### config.mk
export PLATFORM = sky130hd
export DESIGN_NAME = nvm_block_guard
export DESIGN_NICKNAME = d
export VERILOG_FILES = /design/src/rtl/nvm_guard_pkg.sv /design/src/rtl/nvm_guard_decode.sv /design/src/rtl/nvm_guard_locks.sv /design/src/rtl/nvm_guard_gate.sv /design/src/rtl/nvm_block_guard.sv
export SDC_FILE = /design/constraint.sdc
export NUM_CORES = 1
export LEC_CHECK = 0
export BUFFER_PORTS_ARGS = -buffer_cell sky130_fd_sc_hd__buf_2
export CAP_MARGIN = 20
export CORE_AREA = 2 2 39 41
export DETAILED_ROUTE_END_ITERATION = 8
export DIE_AREA = 0 0 41 43
export GPL_TIMING_DRIVEN = 0
export PLACE_DENSITY = 0.55
export RECOVER_POWER = 100
export SKIP_CTS_REPAIR_TIMING = 1
export SYNTH_ARGS = -nofsm -noshare
export SYNTH_HDL_FRONTEND = slang
export SYNTH_HIERARCHICAL = 1
export SYNTH_SLANG_ARGS = --single-unit
### constraint.sdc
create_clock -name clk -period 1.13 [get_ports clk]
set_clock_uncertainty 0.1 [all_clocks]
set_input_delay 0.0565 -clock clk [delete_from_list [all_inputs] [get_ports clk]]
set_output_delay 0.0565 -clock clk [all_outputs]
set_load 0.01 [all_outputs]
### src/rtl/nvm_guard_pkg.sv
package nvm_guard_pkg;
  localparam int CTL_W       = 8;
  localparam int CTL_ARM_BIT = 0;
endpackage

### src/rtl/nvm_guard_decode.sv
module nvm_guard_decode #(
  parameter int ADDR_W   = 8,
  parameter int NUM_BLK  = 3,
  parameter int BLK_LOG2 = 5,
  parameter int BASE     = 32'h20
) (
  input  logic [ADDR_W-1:0]  addr,
  output logic [NUM_BLK-1:0] hit
);
  localparam int TAG_W    = ADDR_W - BLK_LOG2;
  localparam int BASE_TAG = BASE >> BLK_LOG2;

  logic [TAG_W-1:0] tag;
  assign tag = addr[ADDR_W-1:BLK_LOG2];

  for (genvar b = 0; b < NUM_BLK; b++) begin : g_blk
    assign hit[b] = (tag == TAG_W'(BASE_TAG + b));
  end
endmodule

### src/rtl/nvm_guard_locks.sv
module nvm_guard_locks #(
  parameter int NUM_BLK = 3,
  parameter int SEL_W   = 2
) (
  input  logic               clk,
  input  logic               rst,
  input  logic               lock_cmd,
  input  logic [SEL_W-1:0]   lock_sel,
  input  logic               ctl_we,
  input  logic               ctl_arm,
  output logic [NUM_BLK-1:0] flags,
  output logic               arm
);
  logic do_lock;
  assign do_lock = lock_cmd & arm;

  always_ff @(posedge clk) begin
    if (rst)          arm <= 1'b0;
    else if (do_lock) arm <= 1'b0;
    else if (ctl_we)  arm <= ctl_arm;
  end

  for (genvar b = 0; b < NUM_BLK; b++) begin : g_flag
    always_ff @(posedge clk) begin
      if (rst)                                       flags[b] <= 1'b0;
      else if (do_lock && (lock_sel == SEL_W'(b)))   flags[b] <= 1'b1;
    end
  end
endmodule

### src/rtl/nvm_guard_gate.sv
module nvm_guard_gate #(
  parameter int NUM_BLK = 3
) (
  input  logic               clk,
  input  logic               rst,
  input  logic               wr_strobe,
  input  logic [NUM_BLK-1:0] hit,
  input  logic [NUM_BLK-1:0] locked,
  input  logic               copy_flag,
  output logic               mem_we
);
  logic open_hit;
  assign open_hit = |(hit & ~locked);

  always_ff @(posedge clk) begin
    if (rst) mem_we <= 1'b0;
    else     mem_we <= wr_strobe & open_hit & ~copy_flag;
  end
endmodule

### src/rtl/nvm_block_guard.sv
module nvm_block_guard
  import nvm_guard_pkg::*;
#(
  parameter int ADDR_W   = 8,
  parameter int NUM_BLK  = 3,
  parameter int BLK_LOG2 = 5,
  parameter int BASE     = 32'h20,
  parameter int SEL_W    = 2
) (
  input  logic                 clk,
  input  logic                 rst,
  input  logic [ADDR_W-1:0]    wr_addr,
  input  logic                 wr_strobe,
  input  logic                 copy_busy,
  input  logic                 lock_cmd,
  input  logic [SEL_W-1:0]     lock_blk,
  input  logic                 ctl_we,
  input  logic [CTL_W-1:0]     ctl_wdata,
  output logic                 mem_we,
  output logic [NUM_BLK-1:0]   lock_flags,
  output logic                 copy_flag,
  output logic                 lock_arm
);
  logic [NUM_BLK-1:0] hit;

  always_ff @(posedge clk) begin
    if (rst) copy_flag <= 1'b0;
    else     copy_flag <= copy_busy;
  end

  nvm_guard_decode #(
    .ADDR_W(ADDR_W), .NUM_BLK(NUM_BLK), .BLK_LOG2(BLK_LOG2), .BASE(BASE)
  ) u_decode (
    .addr(wr_addr), .hit(hit)
  );

  nvm_guard_locks #(.NUM_BLK(NUM_BLK), .SEL_W(SEL_W)) u_locks (
    .clk(clk), .rst(rst), .lock_cmd(lock_cmd), .lock_sel(lock_blk),
    .ctl_we(ctl_we), .ctl_arm(ctl_wdata[CTL_ARM_BIT]),
    .flags(lock_flags), .arm(lock_arm)
  );

  nvm_guard_gate #(.NUM_BLK(NUM_BLK)) u_gate (
    .clk(clk), .rst(rst), .wr_strobe(wr_strobe), .hit(hit),
    .locked(lock_flags), .copy_flag(copy_flag), .mem_we(mem_we)
  );
endmodule

# Yosys cells after proc, flatten, opt, wreduce, memory -nomap -nowiden
# Cells that the tools add are included.
word_totals:
  regBits: 6
  inputBits: 24
op_classes:
  n_eq_ne: 5
  reduce_logical: 6
  bitwise: 6
ops:
  columns: ["operator", "n"]
  rows:
  - ["$eq A3 B2 Y1 const B", 2]
  - ["$and A1 B1 Y1", 3]
  - ["$and A3 B3 Y3", 1]
  - ["$eq A3 B1 Y1 const B", 1]
  - ["$logic_and A1 B1 Y1", 3]
  - ["$not A3 Y3", 1]
  - ["$reduce_or A3 Y1", 1]
  - ["$eq A2 B1 Y1 const B", 1]
  - ["$eq A2 B2 Y1 const B", 1]
  - ["$logic_not A2 Y1", 1]
  - ["$reduce_or A2 Y1", 1]
  - ["$not A1 Y1", 1]

# Longest topological paths before layout
logic_depth:
  depth_word: 5
  mapped_depth: 3
  ltp_nobuf: 3

# Modules after synthesis
# Netlist, hierarchy kept.
by_module_without_submodules:
  columns: ["mod", "cells_each", "area_per_inst_um2", "instances"]
  rows:
  - ["nvm_guard_locks", 15, 152.6, 1]
  - ["nvm_guard_gate", 6, 53.8, 1]
  - ["nvm_block_guard", 2, 33.8, 1]
  - ["nvm_guard_decode", 3, 25.0, 1]

# Worst setup path after synthesis
# OpenSTA, ideal clock, no wires.
synth_timing:
  kind: "reg2reg"
  from: "register copy_flag"
  to: "register u_gate.mem_we"
  path_buffers: 0
  setup_slack_ns: 0.161
  path_stages_with_launch: 3
  arrival_ns: 0.795
  cell_sequence: "dfxtp_1 -> or3b_1 -> a31oi_1"
synth_between:
  elab_chain_cells: 2
synth_rtl:
  columns: ["item", "line_no", "rtl"]
  rows:
  - ["start, declared", "nvm_block_guard.sv:21", "output logic copy_flag,"]
  - ["start signal, assigned", "nvm_block_guard.sv:28", "else copy_flag <= copy_busy;"]
  - ["$not A1 Y1", "nvm_guard_gate.sv:17", "else mem_we <= wr_strobe & open_hit & ~copy_flag;"]
  - ["$and A1 B1 Y1", "nvm_guard_gate.sv:17", null]
  - ["end signal, assigned", "nvm_guard_gate.sv:17", null]
  - ["end, declared", "nvm_guard_gate.sv:10", "output logic mem_we"]
# Every way passes these cells.
# A chain may end at the register's enable or synchronous reset.

# Worst setup path in the final report
# Ends and elaborated chain as after synthesis.

==> summary.md <==
| Metric | Value |
|---|---|
| Number of synthesized flops with an enable pin | `0` |
| Die W | `between 40 and 50 um` |
| Most frequent cell after synthesis | `dfxtp_1` |
| Syn Inst Count | `26` |
| Peak fanout along the critical path | `2` |
| Avg Inst Size Synth | `around 10 um2` |
| Mux cell area share after synthesis | `3.77%` |
| Clock Tree Root | `clkbuf_4` |
| FF/Latch Area | `between 100 and 150 um2` |
| CTS max path bufs | `2` |
| Async SR Flop Fraction | `0%` |
| Pleak | `0.165 nW` |
| DR iter-0 viols | `0` |
| Ranking of synthesized cells by area | `dfxtp_1, nand2b_1, nand4b_1` |
| Worst setup EP type | `flip-flop` |
| Wire length per cell | `approximately 10 um` |
| Initial DRT Pass Iterations | `1` |
| Register bit total from synthesis | `6` |
| Status | `finished, final reports clean` |
| Adder-cell area share of the yosys netlist | `0%` |
| Total GRT Usage | `6.92%` |
| Synthesized Nets | `50` |
| Global-route wire length before repair | `a little under 800 um` |
| Setup_tns | `0 ns` |
| Port Buf Inserts | `17` |
| Pin count of the biggest net entering global routing | `7` |
| Main combinational cell family by area after synthesis | `simple AND/OR/NAND/NOR gates` |
| CTS Buf Count | `3` |
| DR vias/cell | `approximately 4.3` |
| Crit path buf inv count | `0` |
| Fin. max-slew vios | `0` |
| Vias | `approximately 280` |
| Share of cells above drive strength 1 | `28.0%` |
| Placement Rows | `14` |
| Synth Area in Compound Gates | `10.8%` |
| Fin nets | `between 70 and 80` |
| Critical Path, Cell by Cell | `or3b_1 -> a31oi_1` |
| Post-synth top cells | `dfxtp_1, a21oi_1, inv_1, nand2b_1` |
| Worst-Skew Late Latency | `~0.24 ns` |
| Initial Util | `a little under a fifth` |
| Vias in the first global route | `roughly 220` |
| Final setup vio count | `0` |
| Worst-margin pin slew | `0.195 ns` |
| Primary FF master, synth | `dfxtp_1` |
| Post-layout min period | `0.988 ns` |
| Synth unique cells | `13` |
| Initial antenna violation count | `0` |
| Critical Path RT | `about 1.2 ns` |
| Dominant cell type by area after synthesis | `dfxtp_1` |
| Yosys top cell area share | `45.3%` |
| Placed Cells incl. Taps | `59` |
| Worst hold path class | `in2reg` |
| Maxcap violations | `0` |
| Cell Area, Synth | `between 200 and 300 um2` |
| Worst Setup Start Kind | `flip-flop` |
| Core ar. | `1380 um2` |
| Post-DRT Antenna Nets | `0` |
| Max incr delay on CP | `about 0.37 ns` |
| Layout Cells excl Fill | `66` |
| Drt total wl | `between 600 and 700 um` |
| FMAX | `about 1.0 GHz` |
| Sequential cell area fraction in the yosys report | `between 40% and 50%` |
| H-tree depth | `1` |
| Layout area overhead | `59.4%` |
| XOR/XNOR share of the synthesized area | `0%` |
| PwrDens | `about 1100 nW/um2` |
| Io pins | `30` |
| Crit-path leading delay family | `simple AND/OR/NAND/NOR gates` |
| # fillers | `around 160` |
| Final hold vios | `0` |
| Slew HR | `between 80% and 90%` |
| RSZ-0062 raised after global routing | `false` |
| Drt drc | `0` |
| GRT overflow | `0` |
| Peak supply drop | `~0.21 mV` |
| Ys Warns | `6` |
| CTS tree | `done` |
| Clock transition at path regs | `approximately 0.050 ns` |
| Die height | `about 43 um` |
| Die area | `about 1800 um2` |
| Multi-input combinational cell area | `134 um2` |
| Slowest-stage cell, CP | `or3b_1` |
| Final period utilization | `between 80 and 90%` |
| CTS Sinks | `6` |
| Crit path DAT | `between 1 and 1.5 ns` |
| CP Class | `reg2reg` |
| Final Wtd Congestion | `a little over 0.6` |
| Post-Synth Simple-Gate Area | `between 30 and 40%` |
| # diodes | `0` |
==> power by group <==
part	internal [mW]	switching, mW
Combinational	0.0393	0.0271
Clock	0.120	0.0740
Sequential	0.220	0.00511
Total	0.379	0.106
==> cells in the final DEF, fill, tap and decap left out, types with 2 or more instances in the layout <==
| master | synthesis | final |
|---|---|---|
| a21oi_1 | 3 | 3 |
| buf_2 | 0 | 9 |
| clkbuf_1 | 0 | 8 |
| clkbuf_4 | 0 | 3 |
| dfxtp_1 | 6 | 6 |
| dlygate4sd3_1 | 0 | 4 |
| inv_1 | 3 | 3 |
| nand2b_1 | 3 | 3 |
| nand4b_1 | 2 | 2 |
| nor3b_1 | 2 | 2 |
==> metrics by stage <==
stage | util [%] | area, um2 | worst slack [ns] | power (mW) | hold slack, ns
after floorplan | - | 265 | 0.161 | 0.251 | 0.0208
after global placement | 26.8 | 370 | 0.167 | 0.286 | 0.175
after detailed placement | 26.8 | 370 | 0.147 | 0.288 | 0.199
after CTS | 28.4 | 393 | 0.131 | 0.489 | -0.0631
after global routing | 30.6 | 423 | 0.0964 | 0.518 | 0.0238
final | 30.6 | 423 | 0.142 | 0.485 | 0.0172
==> cell families after synthesis <==
logic type	Yosys count
muxes	1
DFF	6
AOI/OAI and AO/OA	5
and+or+nand+nor	11
buffers and inverters	3
==> registers in the layout, summed over array words and instances (netlist names) <==
register and flops:
copy_flag 1, u_gate/mem_we 1, u_locks/arm 1, u_locks/flags 3
==> area by class of cell <==
type / count / share of cell area, %
tap: 16 / 4.73
inverter: 3 / 2.66
clock buffer: 3 / 5.33
multi-input combinational: 17 / 31.7
timing repair buffer: 21 / 27.2
sequential: 6 / 28.4
==> worst reg2reg max path: stages, from the launching register on <==
cell	delay, ns
dfxtp_1	0.30
or3b_1	0.37
a31oi_1	0.15
==> per-layer routing <==
layer / up-vias / routed length [um] / track usage, %
li1: 143 / - / -
met2: 14 / 302 / 8.75
met3: 0 / 73 / 1.57
met1: 125 / 267 / 9.29
met4: 0 / 0 / 6.00
met5: - / 0 / 0
==> path summary, 6_finish.rpt <==
path                                 start                       endpoint  slack (ns)  cells after the start
max                   copy_flag$_SDFF_PP0_       u_gate/mem_we$_SDFF_PP0_        0.14                      2
max reg2reg           copy_flag$_SDFF_PP0_       u_gate/mem_we$_SDFF_PP0_        0.14                      2
min                            lock_blk[1]  u_locks/flags[2]$_SDFFE_PP0P_        0.02                      3
min reg2reg  u_locks/flags[1]$_SDFFE_PP0P_  u_locks/flags[1]$_SDFFE_PP0P_        0.36                      2
(Power assumes the default switching activity.)
